**src/rtl/pred_cmp_pkg.sv**
```systemverilog
package pred_cmp_pkg;

  localparam int PRED_CNT = 64;
  localparam int IDX_W    = $clog2(PRED_CNT);

  typedef enum logic [3:0] {
    TST_EQ  = 4'd0, TST_NE  = 4'd1,
    TST_LT  = 4'd2, TST_LE  = 4'd3, TST_GT  = 4'd4, TST_GE  = 4'd5,
    TST_LTU = 4'd6, TST_LEU = 4'd7, TST_GTU = 4'd8, TST_GEU = 4'd9
  } testSel_e;

  typedef enum logic [2:0] {
    CT_NORM  = 3'd0, CT_UNC  = 3'd1, CT_AND  = 3'd2,
    CT_OR    = 3'd3, CT_ANDC = 3'd4, CT_ORC  = 3'd5
  } cmpType_e;

  typedef struct packed {
    logic             wrEn1;
    logic             wrVal1;
    logic [IDX_W-1:0] wrIdx1;
    logic             wrEn2;
    logic             wrVal2;
    logic [IDX_W-1:0] wrIdx2;
  } predWr_t;

endpackage

```
**src/rtl/pred_cmp_eval.sv**
```systemverilog
module pred_cmp_eval #(
  parameter int DATA_W = 64
) (
  input  logic [DATA_W-1:0] opA,
  input  logic [DATA_W-1:0] opB,
  input  logic [3:0]        testCode,
  output logic              result,
  output logic              testBad
);
  import pred_cmp_pkg::*;

  logic isEq, sLess, uLess;

  assign isEq  = (opA == opB);
  assign sLess = ($signed(opA) < $signed(opB));
  assign uLess = (opA < opB);

  always_comb begin
    testBad = 1'b0;
    case (testCode)
      TST_EQ:  result = isEq;
      TST_NE:  result = !isEq;
      TST_LT:  result = sLess;
      TST_LE:  result = sLess || isEq;
      TST_GT:  result = !(sLess || isEq);
      TST_GE:  result = !sLess;
      TST_LTU: result = uLess;
      TST_LEU: result = uLess || isEq;
      TST_GTU: result = !(uLess || isEq);
      TST_GEU: result = !uLess;
      default: begin
        result  = 1'b0;
        testBad = 1'b1;
      end
    endcase
  end

endmodule

```
**src/rtl/pred_cmp_ctrl.sv**
```systemverilog
module pred_cmp_ctrl
  import pred_cmp_pkg::*;
(
  input  logic             clk,
  input  logic             rstN,
  input  logic             cmpValid,
  input  logic [2:0]       cmpType,
  input  logic [IDX_W-1:0] cmpDst1,
  input  logic [IDX_W-1:0] cmpDst2,
  input  logic             guardVal,
  input  logic             result,
  input  logic             testBad,
  output logic             cmpIllegal,
  output predWr_t          wrStb
);

  logic typeBad, sameDst, doIt;
  logic enBoth, valBoth, splitVals;

  assign typeBad    = (cmpType > 3'd5);
  assign sameDst    = (cmpDst1 == cmpDst2);
  assign cmpIllegal = cmpValid && (typeBad || sameDst || testBad);
  assign doIt       = cmpValid && !cmpIllegal;

  always_comb begin
    enBoth    = 1'b0;
    valBoth   = 1'b0;
    splitVals = 1'b0;
    case (cmpType)
      CT_NORM: begin enBoth = guardVal;             splitVals = 1'b1; end
      CT_UNC:  begin enBoth = 1'b1;                 splitVals = 1'b1; end
      CT_AND:  begin enBoth = guardVal && !result;  valBoth = 1'b0;   end
      CT_OR:   begin enBoth = guardVal &&  result;  valBoth = 1'b1;   end
      CT_ANDC: begin enBoth = guardVal &&  result;  valBoth = 1'b0;   end
      CT_ORC:  begin enBoth = guardVal && !result;  valBoth = 1'b1;   end
      default: begin enBoth = 1'b0; end
    endcase
  end

  always_comb begin
    wrStb.wrEn1  = doIt && enBoth;
    wrStb.wrEn2  = doIt && enBoth;
    wrStb.wrIdx1 = cmpDst1;
    wrStb.wrIdx2 = cmpDst2;
    if (splitVals) begin
      wrStb.wrVal1 = guardVal &&  result;
      wrStb.wrVal2 = guardVal && !result;
    end else begin
      wrStb.wrVal1 = valBoth;
      wrStb.wrVal2 = valBoth;
    end
  end

  AST_ILLEGAL_NO_WRITE: assert property (@(posedge clk) disable iff (!rstN)
    cmpIllegal |-> !(wrStb.wrEn1 || wrStb.wrEn2));

  AST_UNC_ALWAYS_WRITES: assert property (@(posedge clk) disable iff (!rstN)
    (cmpValid && !cmpIllegal && cmpType == CT_UNC) |-> (wrStb.wrEn1 && wrStb.wrEn2));

  AST_NORM_COMPLEMENT: assert property (@(posedge clk) disable iff (!rstN)
    (wrStb.wrEn1 && cmpType == CT_NORM) |-> (wrStb.wrVal1 != wrStb.wrVal2));

  AST_IDLE_NO_WRITE: assert property (@(posedge clk) disable iff (!rstN)
    !cmpValid |-> !(wrStb.wrEn1 || wrStb.wrEn2));

endmodule

```
**src/rtl/pred_cmp_regs.sv**
```systemverilog
module pred_cmp_regs
  import pred_cmp_pkg::*;
#(
  parameter int NUM_RD = 2
) (
  input  logic                    clk,
  input  logic                    rstN,
  input  predWr_t                 wrStb,
  input  logic [IDX_W-1:0]        guardIdx,
  output logic                    guardVal,
  input  logic [NUM_RD*IDX_W-1:0] rdIdx,
  output logic [NUM_RD-1:0]       rdVal
);

  logic [PRED_CNT-1:0] preds;
  logic keep1, keep2;

  assign keep1 = wrStb.wrEn1 && (wrStb.wrIdx1 != '0);
  assign keep2 = wrStb.wrEn2 && (wrStb.wrIdx2 != '0);

  always_ff @(posedge clk) begin
    if (!rstN) begin
      preds <= '0;
    end else begin
      if (keep1) preds[wrStb.wrIdx1] <= wrStb.wrVal1;
      if (keep2) preds[wrStb.wrIdx2] <= wrStb.wrVal2;
    end
  end

  assign guardVal = (guardIdx == '0) ? 1'b1 : preds[guardIdx];

  for (genvar lane = 0; lane < NUM_RD; lane++) begin : g_rd
    logic [IDX_W-1:0] laneIdx;
    assign laneIdx     = rdIdx[lane*IDX_W +: IDX_W];
    assign rdVal[lane] = (laneIdx == '0) ? 1'b1 : preds[laneIdx];
  end

  AST_WRITE_LANDS: assert property (@(posedge clk) disable iff (!rstN)
    keep1 |=> preds[$past(wrStb.wrIdx1)] == $past(wrStb.wrVal1));

  AST_HOLD_WHEN_IDLE: assert property (@(posedge clk) disable iff (!rstN)
    !(wrStb.wrEn1 || wrStb.wrEn2) |=> $stable(preds));

  AST_P0_READS_ONE: assert property (@(posedge clk) disable iff (!rstN)
    (rdIdx[IDX_W-1:0] == '0) |-> rdVal[0]);

endmodule

```
**src/rtl/pred_cmp_unit.sv**
```systemverilog
module pred_cmp_unit
  import pred_cmp_pkg::*;
#(
  parameter int DATA_W = 64,
  parameter int NUM_RD = 2
) (
  input  logic                    clk,
  input  logic                    rstN,
  input  logic                    cmpValid,
  input  logic [3:0]              cmpTest,
  input  logic [2:0]              cmpType,
  input  logic [IDX_W-1:0]        cmpGuard,
  input  logic [IDX_W-1:0]        cmpDst1,
  input  logic [IDX_W-1:0]        cmpDst2,
  input  logic [DATA_W-1:0]       opA,
  input  logic [DATA_W-1:0]       opB,
  output logic                    cmpIllegal,
  input  logic [NUM_RD*IDX_W-1:0] rdIdx,
  output logic [NUM_RD-1:0]       rdVal
);

  logic    result, testBad, guardVal;
  predWr_t wrStb;

  pred_cmp_eval #(.DATA_W(DATA_W)) u_eval (
    .opA(opA), .opB(opB), .testCode(cmpTest),
    .result(result), .testBad(testBad)
  );

  pred_cmp_ctrl u_ctrl (
    .clk(clk), .rstN(rstN), .cmpValid(cmpValid), .cmpType(cmpType),
    .cmpDst1(cmpDst1), .cmpDst2(cmpDst2), .guardVal(guardVal),
    .result(result), .testBad(testBad),
    .cmpIllegal(cmpIllegal), .wrStb(wrStb)
  );

  pred_cmp_regs #(.NUM_RD(NUM_RD)) u_regs (
    .clk(clk), .rstN(rstN), .wrStb(wrStb),
    .guardIdx(cmpGuard), .guardVal(guardVal),
    .rdIdx(rdIdx), .rdVal(rdVal)
  );

endmodule

```
**config.mk**
```make
export PLATFORM = sky130hd
export DESIGN_NAME = pred_cmp_unit
export DESIGN_NICKNAME = d
export VERILOG_FILES = /design/src/rtl/pred_cmp_pkg.sv /design/src/rtl/pred_cmp_eval.sv /design/src/rtl/pred_cmp_ctrl.sv /design/src/rtl/pred_cmp_regs.sv /design/src/rtl/pred_cmp_unit.sv
export SDC_FILE = /design/constraint.sdc
export NUM_CORES = 1
export LEC_CHECK = 0
export BUFFER_PORTS_ARGS = -buffer_cell sky130_fd_sc_hd__buf_2
export CAP_MARGIN = 20
export CORE_MARGIN = 3
export CORE_UTILIZATION = 35
export CTS_BUF_LIST = sky130_fd_sc_hd__clkbuf_8
export DETAILED_ROUTE_END_ITERATION = 7
export SLEW_MARGIN = 0
export SYNTH_ARGS = -nofsm -noshare
export SYNTH_HDL_FRONTEND = slang
export SYNTH_HIERARCHICAL = 1
export SYNTH_SLANG_ARGS = --single-unit
export TNS_END_PERCENT = 30
```
**constraint.sdc**
```tcl
create_clock -name clk -period 10.3 [get_ports clk]
set_input_delay 2.06 -clock clk [delete_from_list [all_inputs] [get_ports clk]]
set_output_delay 2.06 -clock clk [all_outputs]
set_load 0.02 [all_outputs]
```
==> reports/qor.txt, run 1 <==
Status: finished clean
FF+latch count, synth: 64
Core area: 0.0204 mm2
RSZ-0062 raised after global routing: no
Crit share post-route: 65.8%
Setup TNS: 0 ns
Fmax: 148 MHz
Seq/Total Area, Yosys: 17.5%
Max_cap viols: 0
# IOs: 171
Antenna Nets Post-Route: 0
Mapped Cells: 910
Die H: 151 um
DR iter-0 viols: 729
Mapped Area: 0.00733 mm2
Die width: 151 um
CP max FO: 8
Detailed-placement wirelength estimate: 18300 um
Cts bufs inserted: 9
Hold Path Cell Cnt: 1
I/O Buffers: 170
Gr ovfl total: 0
Startpoint Class: input pin
Synth area leaders: dfxtp_1, mux4_2, ha_1
Utilization after layout: 41.5%
Synth area leader: dfxtp_1
Vias in the first global route: 6750
Placer Congestion: 0.934
Final min period: 6.77 ns
Top cell type's share of synthesized area: 17.5%
First-pass GRT wire length: 37700 um
Number of enable flip-flop cells after synthesis: 0
CTS Hold Buffers Added: 0
Syn. warnings: 6
Worst-skew pair later-pin latency: 0.38 ns
Worst Path Required: 10.58 ns
Synthesized Nets: 1142
Final setup violation count: 0
CTS tree: built
Avg Vias per Cell: 5.67
Worst EP arrival: 7.05 ns
Fraction of layout cells with a size suffix above 1: 24.9%
Routed len/inst: 19.2 um
Area Growth Syn to Fin: 15.8%
DR DRC count: 0
# resized after CTS: 0
Antenna diode count: 0
Worst-Margin Slew: 1.16 ns
Setup CP Type: in -> reg
Clock Sinks: 64
Biggest regs: u_regs/preds (64)
Synth Flop Type: dfxtp_1
Hold WC Path Type: reg -> reg
Most flops, register: u_regs/preds
Top-count cell post-synth: nand2_1
Final hold violation count: 0
Initial antenna violation count: 0
Slew Viols, Final: 0
Layout Skew: 0.0128 ns
Worst vdd ir: 0.0455 mV
Total power: 675 uW
Worst Setup End Kind: flop
Async SR Flop Fraction: 0%
Routed via count: 7397
Slew HR: 22.4%
Cell row count: 52
Synth top cells by count: nand2_1, nor2_1, mux2i_1
PD cells: 79.6 mW/mm2
Post-synth cell types: 60
R2R depth: 12
Largest register FFs: 64
Global-route usage over all layers: 21.5%
Initial Util: 35.9%
Syn avg cell area: 8.05 um2
CTS root buf: clkbuf_8
Max Buffers Root-to-Sink: 2
Routed WL: 25000 um
# H-tree levels: 3
Largest net degree at the start of global routing: 64
Leakage: 0.00391 uW
Setup bufs post-CTS: 0
Nets: 1262
Clock transition at path regs: 0.08 ns
Die area: 0.0227 mm2
Hold WS: 0.478 ns
DR pass1 iterations: 5
==> final cells by class <==
| cell class | instances | area [um2] |
|---|---|---|
| fillers | 2104 | 11900 |
| multi-input cells | 707 | 5490 |
| flip-flops and latches | 64 | 1280 |
| repair buffers | 178 | 908 |
| well taps | 270 | 338 |
| inverters | 70 | 263 |
| clock buffers | 12 | 165 |
| clock inverters | 3 | 40.0 |
==> cells in the final DEF (no fill, tap or decap), drive strengths merged, types with 3 or more instances in the layout <==
cell	synthesis	routed
a211oi	59	59
a21boi	3	3
a21o	4	4
a21oi	34	34
a221oi	3	3
a22oi	5	5
a31oi	6	6
and2	3	3
and3	3	3
buf	34	176
clkbuf	35	14
clkinv	1	3
dfxtp	64	64
ha	64	64
inv	69	69
mux2	6	6
mux2i	78	78
mux4	44	44
nand2	141	141
nand2b	9	9
nand3	30	30
nand3b	5	5
nand4	15	15
nor2	86	86
nor2b	6	6
nor3	12	12
nor3b	14	14
nor4	8	8
nor4b	5	5
o211a	3	3
o211ai	5	5
o21ai	21	21
o22ai	3	3
or4	3	3
xnor2	5	5
xor2	4	4
==> worst max-delay path, cell delays in order <==
cell and delay [ns]:
buf_2 0.08, inv_1 0.03, ha_1 0.40, nand4_2 0.20, nor4_2 0.38, nand4_1 0.20
or4_1 0.59, a41o_1 0.27, a211oi_2 0.14, o211ai_1 0.21, xnor2_1 0.23, mux2i_1 0.20
a21oi_1 0.10, nor3b_2 0.40, nand2_1 0.17, nor3b_1 0.80, nand2_1 0.15, mux2i_1 0.16
a211oi_1 0.27
==> path summary, 6_finish.rpt <==
| check | endpoint | startpoint | slack [ns] |
|---|---|---|---|
| worst max register to register | u_regs/preds[55] | u_regs/preds[9] | 6.62 |
| worst min register to register | u_regs/preds[0] | u_regs/preds[0] | 0.48 |
| worst max-delay path | u_regs/preds[55] | opB[63] | 3.53 |
| worst min-delay path | u_regs/preds[0] | u_regs/preds[0] | 0.48 |
==> power by group <==
part | internal [uW] | leakage (uW) | total, uW | switching [uW]
clock | 129 | 0.000108 | 237 | 108
sequential | 248 | 0.000515 | 248 | 0.565
combinational | 75.6 | 0.00329 | 190 | 114
total | 453 | 0.00391 | 675 | 223
==> cells by family after synthesis <==
| family | after synthesis | synth area share (%) |
|---|---|---|
| AO/OA/AOI/OAI | 156 | 14.4 |
| XOR/XNOR | 9 | 1.08 |
| adder cells (fa/ha/maj) | 64 | 10.9 |
| buffers and inverters | 139 | 8.31 |
| flip-flops | 64 | 17.5 |
| multiplexers | 128 | 25.2 |
| AND/OR/NAND/NOR | 350 | 22.6 |
==> metal layers <==
layer | vias up | share of wire (%) | GRT usage [%]
li1 | 3533 | - | -
met1 | 3473 | 43 | 29.4
met2 | 356 | 45 | 34.6
met3 | 35 | 9.3 | 4.43
met4 | 0 | 2.2 | 5.80
met5 | - | 0 | 0
==> metrics by stage <==
stage                     instance area [um2]  std cells  setup slack (ns)
after global routing                     8490       1304              3.20
after CTS                                8470       1302              3.46
after global placement                   8260       1286              3.13
after floorplan                          7330        910              3.98
after detailed placement                 8270       1287              3.12
final                                    8490       1304              3.53
Power figures use the tool's default switching activity.
==> run 2: changes to the inputs <==
- clock period: 10.3 -> 6.94 ns (I/O delays scaled with it)
==> run 2 against run 1 <==
Effect of this change:
- combinational power rose by 49%
- design area up 0.68%
- die area is the same
- non-clock buffer count rose by 5
- final cell count rose by 0.46%
- sequential share of layout area decreased by 0.10 points
- register-to-register slack got worse by 3.2 ns
- largest cell class unchanged
- largest power group unchanged
==> reports/qor.txt, run 2 (synthesis results as in run 1) <==
I/O Buffers: 170
DR pass1 iterations: 5
Dpl cell area: 0.00832 mm2
CTS Hold Buffers Added: 0
Crit-path cells: buf_2 -> ha_1 -> nand4_1 -> or3_1 -> a21o_1 -> a31oi_1 -> nor3_1 -> o21ai_2 -> mux2_1 -> a211oi_2 -> o211ai_1 -> xnor2_1 -> mux2i_1 -> a21oi_1 -> nor3b_2 -> nand4_1 -> nor4b_1 -> mux2i_1 -> a211oi_1
Final setup violation count: 0
Routed via count: 7343
Die area: 0.0227 mm2
Clock Sinks: 64
Met1 usage: 30.2%
First-pass GRT wire length: 38500 um
Worst Path Required: 7.16 ns
Hold Path Cell Cnt: 1
Cts bufs inserted: 9
Placer Congestion: 0.896
Antenna diode count: 0
Slowest stage delay, CP: 0.49 ns
Slew Viols, Final: 0
Worst Setup End Kind: flop
Global-route usage over all layers: 21.7%
Slowest CP cell: nor4b_1
Biggest regs: u_regs/preds (64)
CTS root buf: clkbuf_8
Worst-skew pair later-pin latency: 0.36 ns
Die width: 151 um
Die H: 151 um
DR iter-0 viols: 698
Slew HR: 23.7%
Status: finished clean
Gr ovfl total: 0
Cell row count: 52
Vias in the first global route: 6903
# H-tree levels: 3
Met2 usage: 34.7%
CTS tree: built
Nets: 1267
Setup bufs post-CTS: 0
Total power: 986 uW
Avg Vias per Cell: 5.61
GR met3 Demand/Resource: 4.46%
CP max FO: 8
Routed len/inst: 19.1 um
Area Growth Syn to Fin: 16.6%
Core area: 0.0204 mm2
Detailed-placement wirelength estimate: 18300 um
Crit share post-route: 84.1%
Max Buffers Root-to-Sink: 2
RSZ-0062 raised after global routing: no
Antenna Nets Post-Route: 0
Placed Instances: 1292
Initial Util: 35.9%
Largest net degree at the start of global routing: 64
R2R depth: 11
Most flops, register: u_regs/preds
# resized after CTS: 0
Setup CP Type: in -> reg
Worst-Margin Slew: 1.14 ns
Hold WC Path Type: reg -> reg
Leakage: 0.00394 uW
Final instance area: 0.00854 mm2
Fraction of layout cells with a size suffix above 1: 25.3%
Final hold violation count: 0
Most frequent cells in the layout: buf_2, nand2_1, nor2_1
PD cells: 115 mW/mm2
Startpoint Class: input pin
Setup TNS: 0 ns
Most common cell after layout, fill and taps aside: buf_2
Routed WL: 25000 um
Worst EP arrival: 6.06 ns
Fin cells: 1310
Initial antenna violation count: 0
Worst vdd ir: 0.0729 mV
Largest register FFs: 64
Layout Skew: 0.0116 ns
Busiest layer in global routing: met2
# IOs: 171
DR DRC count: 0
Final min period: 5.84 ns
Fmax: 171 MHz
Max_cap viols: 0
Utilization after layout: 41.8%
Clock transition at path regs: 0.08 ns
-- run 2: through the flow --
step / hold WS, ns / setup WS [ns]
finish: 0.478 / 1.10
global route: 0.498 / 0.702
CTS: 0.473 / 1.15
detailed placement: 0.452 / 0.787
global placement: 0.458 / 0.851
floorplan: 0.425 / 1.29
-- run 2: area by class of cell --
class                   count  area [um2]
well taps                 270         338
inverters                  70         263
fillers                  2114       11900
multi-input cells         707        5490
repair buffers            183         968
clock inverters             3        23.8
flip-flops and latches     64        1280
clock buffers              13         179
-- run 2: critical path, delay by kind of cell --
kind | cells | cell delay, ns
AND/OR/NAND/NOR | 6 | 1.97
AO/OA/AOI/OAI | 7 | 1.24
multiplexers | 3 | 0.82
adder cells (fa/ha/maj) | 1 | 0.31
XOR/XNOR | 1 | 0.22
buffers and inverters | 1 | 0.10
-- run 2: final timing paths --
check / start / to / slack [ns]
worst min-delay path: u_regs/preds[0] / u_regs/preds[0] / 0.48
worst min register to register: u_regs/preds[0] / u_regs/preds[0] / 0.48
worst max-delay path: opA[14] / u_regs/preds[57] / 1.10
worst max register to register: u_regs/preds[14] / u_regs/preds[57] / 3.42
-- run 2: power breakdown --
group          switching, uW  internal, uW  leakage, uW  total (uW)
registers              0.836           368     0.000515         368
clock network            164           170    0.0000979         333
logic                    170           115      0.00332         284
-- run 2: layer usage --
metal / part of all wire [%] / vias up
met5: 0 / -
met4: 1.4 / 0
met3: 9.9 / 29
met2: 46 / 361
met1: 43 / 3401
li1: - / 3552
==> run 3: changes to the inputs <==
- clock period: 6.94 -> 6 ns (I/O delays scaled with it)
==> run 3 against run 2 <==
Effect of this change:
- utilization up 0.21 points
- critical path depth up 1
- die area unchanged
- combinational power up 17%
- clock skew up 0.0023 ns
==> reports/qor.txt, run 3 (synthesis results as in run 1) <==
Max Buffers Root-to-Sink: 2
Layout Skew: 0.0139 ns
RSZ-0062 raised after global routing: no
Core area: 0.0204 mm2
Routed WL: 25000 um
Largest net degree at the start of global routing: 64
Leakage: 0.00397 uW
Avg Vias per Cell: 5.63
Fraction of layout cells with a size suffix above 1: 25.7%
Worst vdd ir: 0.0784 mV
Antenna Nets Post-Route: 0
Sw Share: 34.2%
R2R depth: 13
Final setup violation count: 0
# H-tree levels: 3
CP max FO: 8
Worst R2R Start: u_regs/preds[12]
# IOs: 171
Die H: 151 um
Clock Sinks: 64
Slowest CP cell: or4_1
I/O Buffers: 170
Worst EP arrival: 5.77 ns
Worst-skew pair later-pin latency: 0.38 ns
Most frequent cells in the layout: buf_2, nand2_1, nor2_1
Fmax: 182 MHz
Hold Path Cell Cnt: 1
Detailed-placement wirelength estimate: 18500 um
Area Growth Syn to Fin: 17.2%
Cell row count: 52
Worst-Margin Slew: 1.17 ns
Startpoint Class: input pin
Setup CP Type: in -> reg
Max_cap viols: 0
Vias in the first global route: 6921
Worst Setup End Kind: flop
CTS tree: built
Status: finished clean
Die area: 0.0227 mm2
Antenna diode count: 0
Most flops, register: u_regs/preds
Crit-path cells: buf_2 -> inv_1 -> ha_1 -> nand4_2 -> nor4_2 -> nand4_1 -> or4_1 -> a41o_1 -> a211oi_2 -> o211ai_1 -> xnor2_1 -> mux2i_1 -> a21oi_1 -> nor3b_2 -> nand2b_1 -> nor3b_1 -> buf_4 -> nand2_1 -> mux2i_1 -> a211oi_1
PD cells: 132 mW/mm2
DR DRC count: 0
Gr ovfl total: 0
Hold path startpoint: u_regs/preds[0]
Sw Pwr: 389 uW
# resized after CTS: 0
Utilization after layout: 42.0%
Hold Path Sink: u_regs/preds[0]
Die width: 151 um
Final min period: 5.48 ns
Initial antenna violation count: 0
Clock Power Share: 33.4%
Routed len/inst: 19.0 um
R2R setup slack: 2.68 ns
Clock transition at path regs: 0.08 ns
Setup TNS: 0 ns
Routed via count: 7414
DR iter-0 viols: 650
Slew HR: 21.7%
Cts bufs inserted: 9
Global-route usage over all layers: 21.5%
Hold WC Path Type: reg -> reg
Placer Congestion: 0.914
Largest register FFs: 64
Nets: 1274
Most common cell after layout, fill and taps aside: buf_2
Initial Util: 35.9%
Biggest regs: u_regs/preds (64)
Crit share post-route: 91.4%
FILL cells: 2077
Slew Viols, Final: 0
CP most frequent cell: mux2i_1
DR pass1 iterations: 5
Seq pwr share: 37.5%
CTS Hold Buffers Added: 0
Internal: 748 uW
CTS root buf: clkbuf_8
Slowest stage delay, CP: 0.59 ns
Final hold violation count: 0
First-pass GRT wire length: 37700 um
Setup bufs post-CTS: 0
Worst Path Required: 6.28 ns
FF-to-FF End: u_regs/preds[35]
Comb pwr share: 29.2%
## run 3: changes by cell type in the layout (fill, tap and decap cells not counted), sizes merged
cell    delta
buf        +7
clkinv     +2
inv        +1
clkbuf     -4
bufinv     +1
## run 3: worst max-delay path by stage
stage,slack (ns),start,end,depth (start not counted)
5_1_grt,0.1,opB[63],u_regs/preds[37],22
3_3_place_gp,0.31,opB[30],u_regs/preds[49],22
2_1_floorplan,0.54,opB[11],u_regs/preds[4],21
3_5_place_dp,0.17,opB[63],u_regs/preds[30],20
6_report,0.52,opB[63],u_regs/preds[35],20
4_1_cts,0.56,opB[63],u_regs/preds[30],20
## run 3: cell type report
cell class,count,area [um2],area share (%)
multi-input combinational,707,5490,64.0
sequential,64,1280,14.9
clock buffer,9,124,1.44
timing repair buffer,190,1030,11.9
inverter,70,263,3.06
clock inverter,7,63.8,0.743
tap,270,338,3.93
## run 3: layer usage
metal | wire length (um) | vias to the layer above | track usage [%]
met5 | 0 | - | 0
met4 | 507 | 0 | 6.35
met3 | 2100 | 36 | 3.73
met2 | 11700 | 319 | 35.3
met1 | 10700 | 3486 | 28.8
li1 | - | 3573 | -
## run 3: power groups by stage
| stage | clock network, uW | logic, uW | registers (uW) |
|---|---|---|---|
| floorplan | 0 | 207 | 436 |
| global placement | 0 | 327 | 436 |
| finish | 380 | 332 | 426 |
| global route | 400 | 364 | 426 |
| detailed placement | 0 | 330 | 436 |
| CTS | 383 | 331 | 426 |
## run 3: worst max-delay path, delay by kind of cell
kind            cells  cell delay [ns]
simple gates        8             2.25
mux                 2             0.37
compound gates      5             0.99
buf+inv             3             0.31
xor+xnor            1             0.24
fa+ha+maj           1             0.40
## run 3: through the flow
step | total power (uW) | cells | setup WS, ns | instance area (um2) | hold slack (ns)
floorplan | 643 | 910 | 0.537 | 7330 | 0.425
global placement | 763 | 1301 | 0.314 | 8400 | 0.469
detailed placement | 766 | 1301 | 0.168 | 8400 | 0.457
CTS | 1140 | 1317 | 0.557 | 8590 | 0.478
global route | 1190 | 1317 | 0.0969 | 8590 | 0.511
finish | 1140 | 1317 | 0.517 | 8590 | 0.481
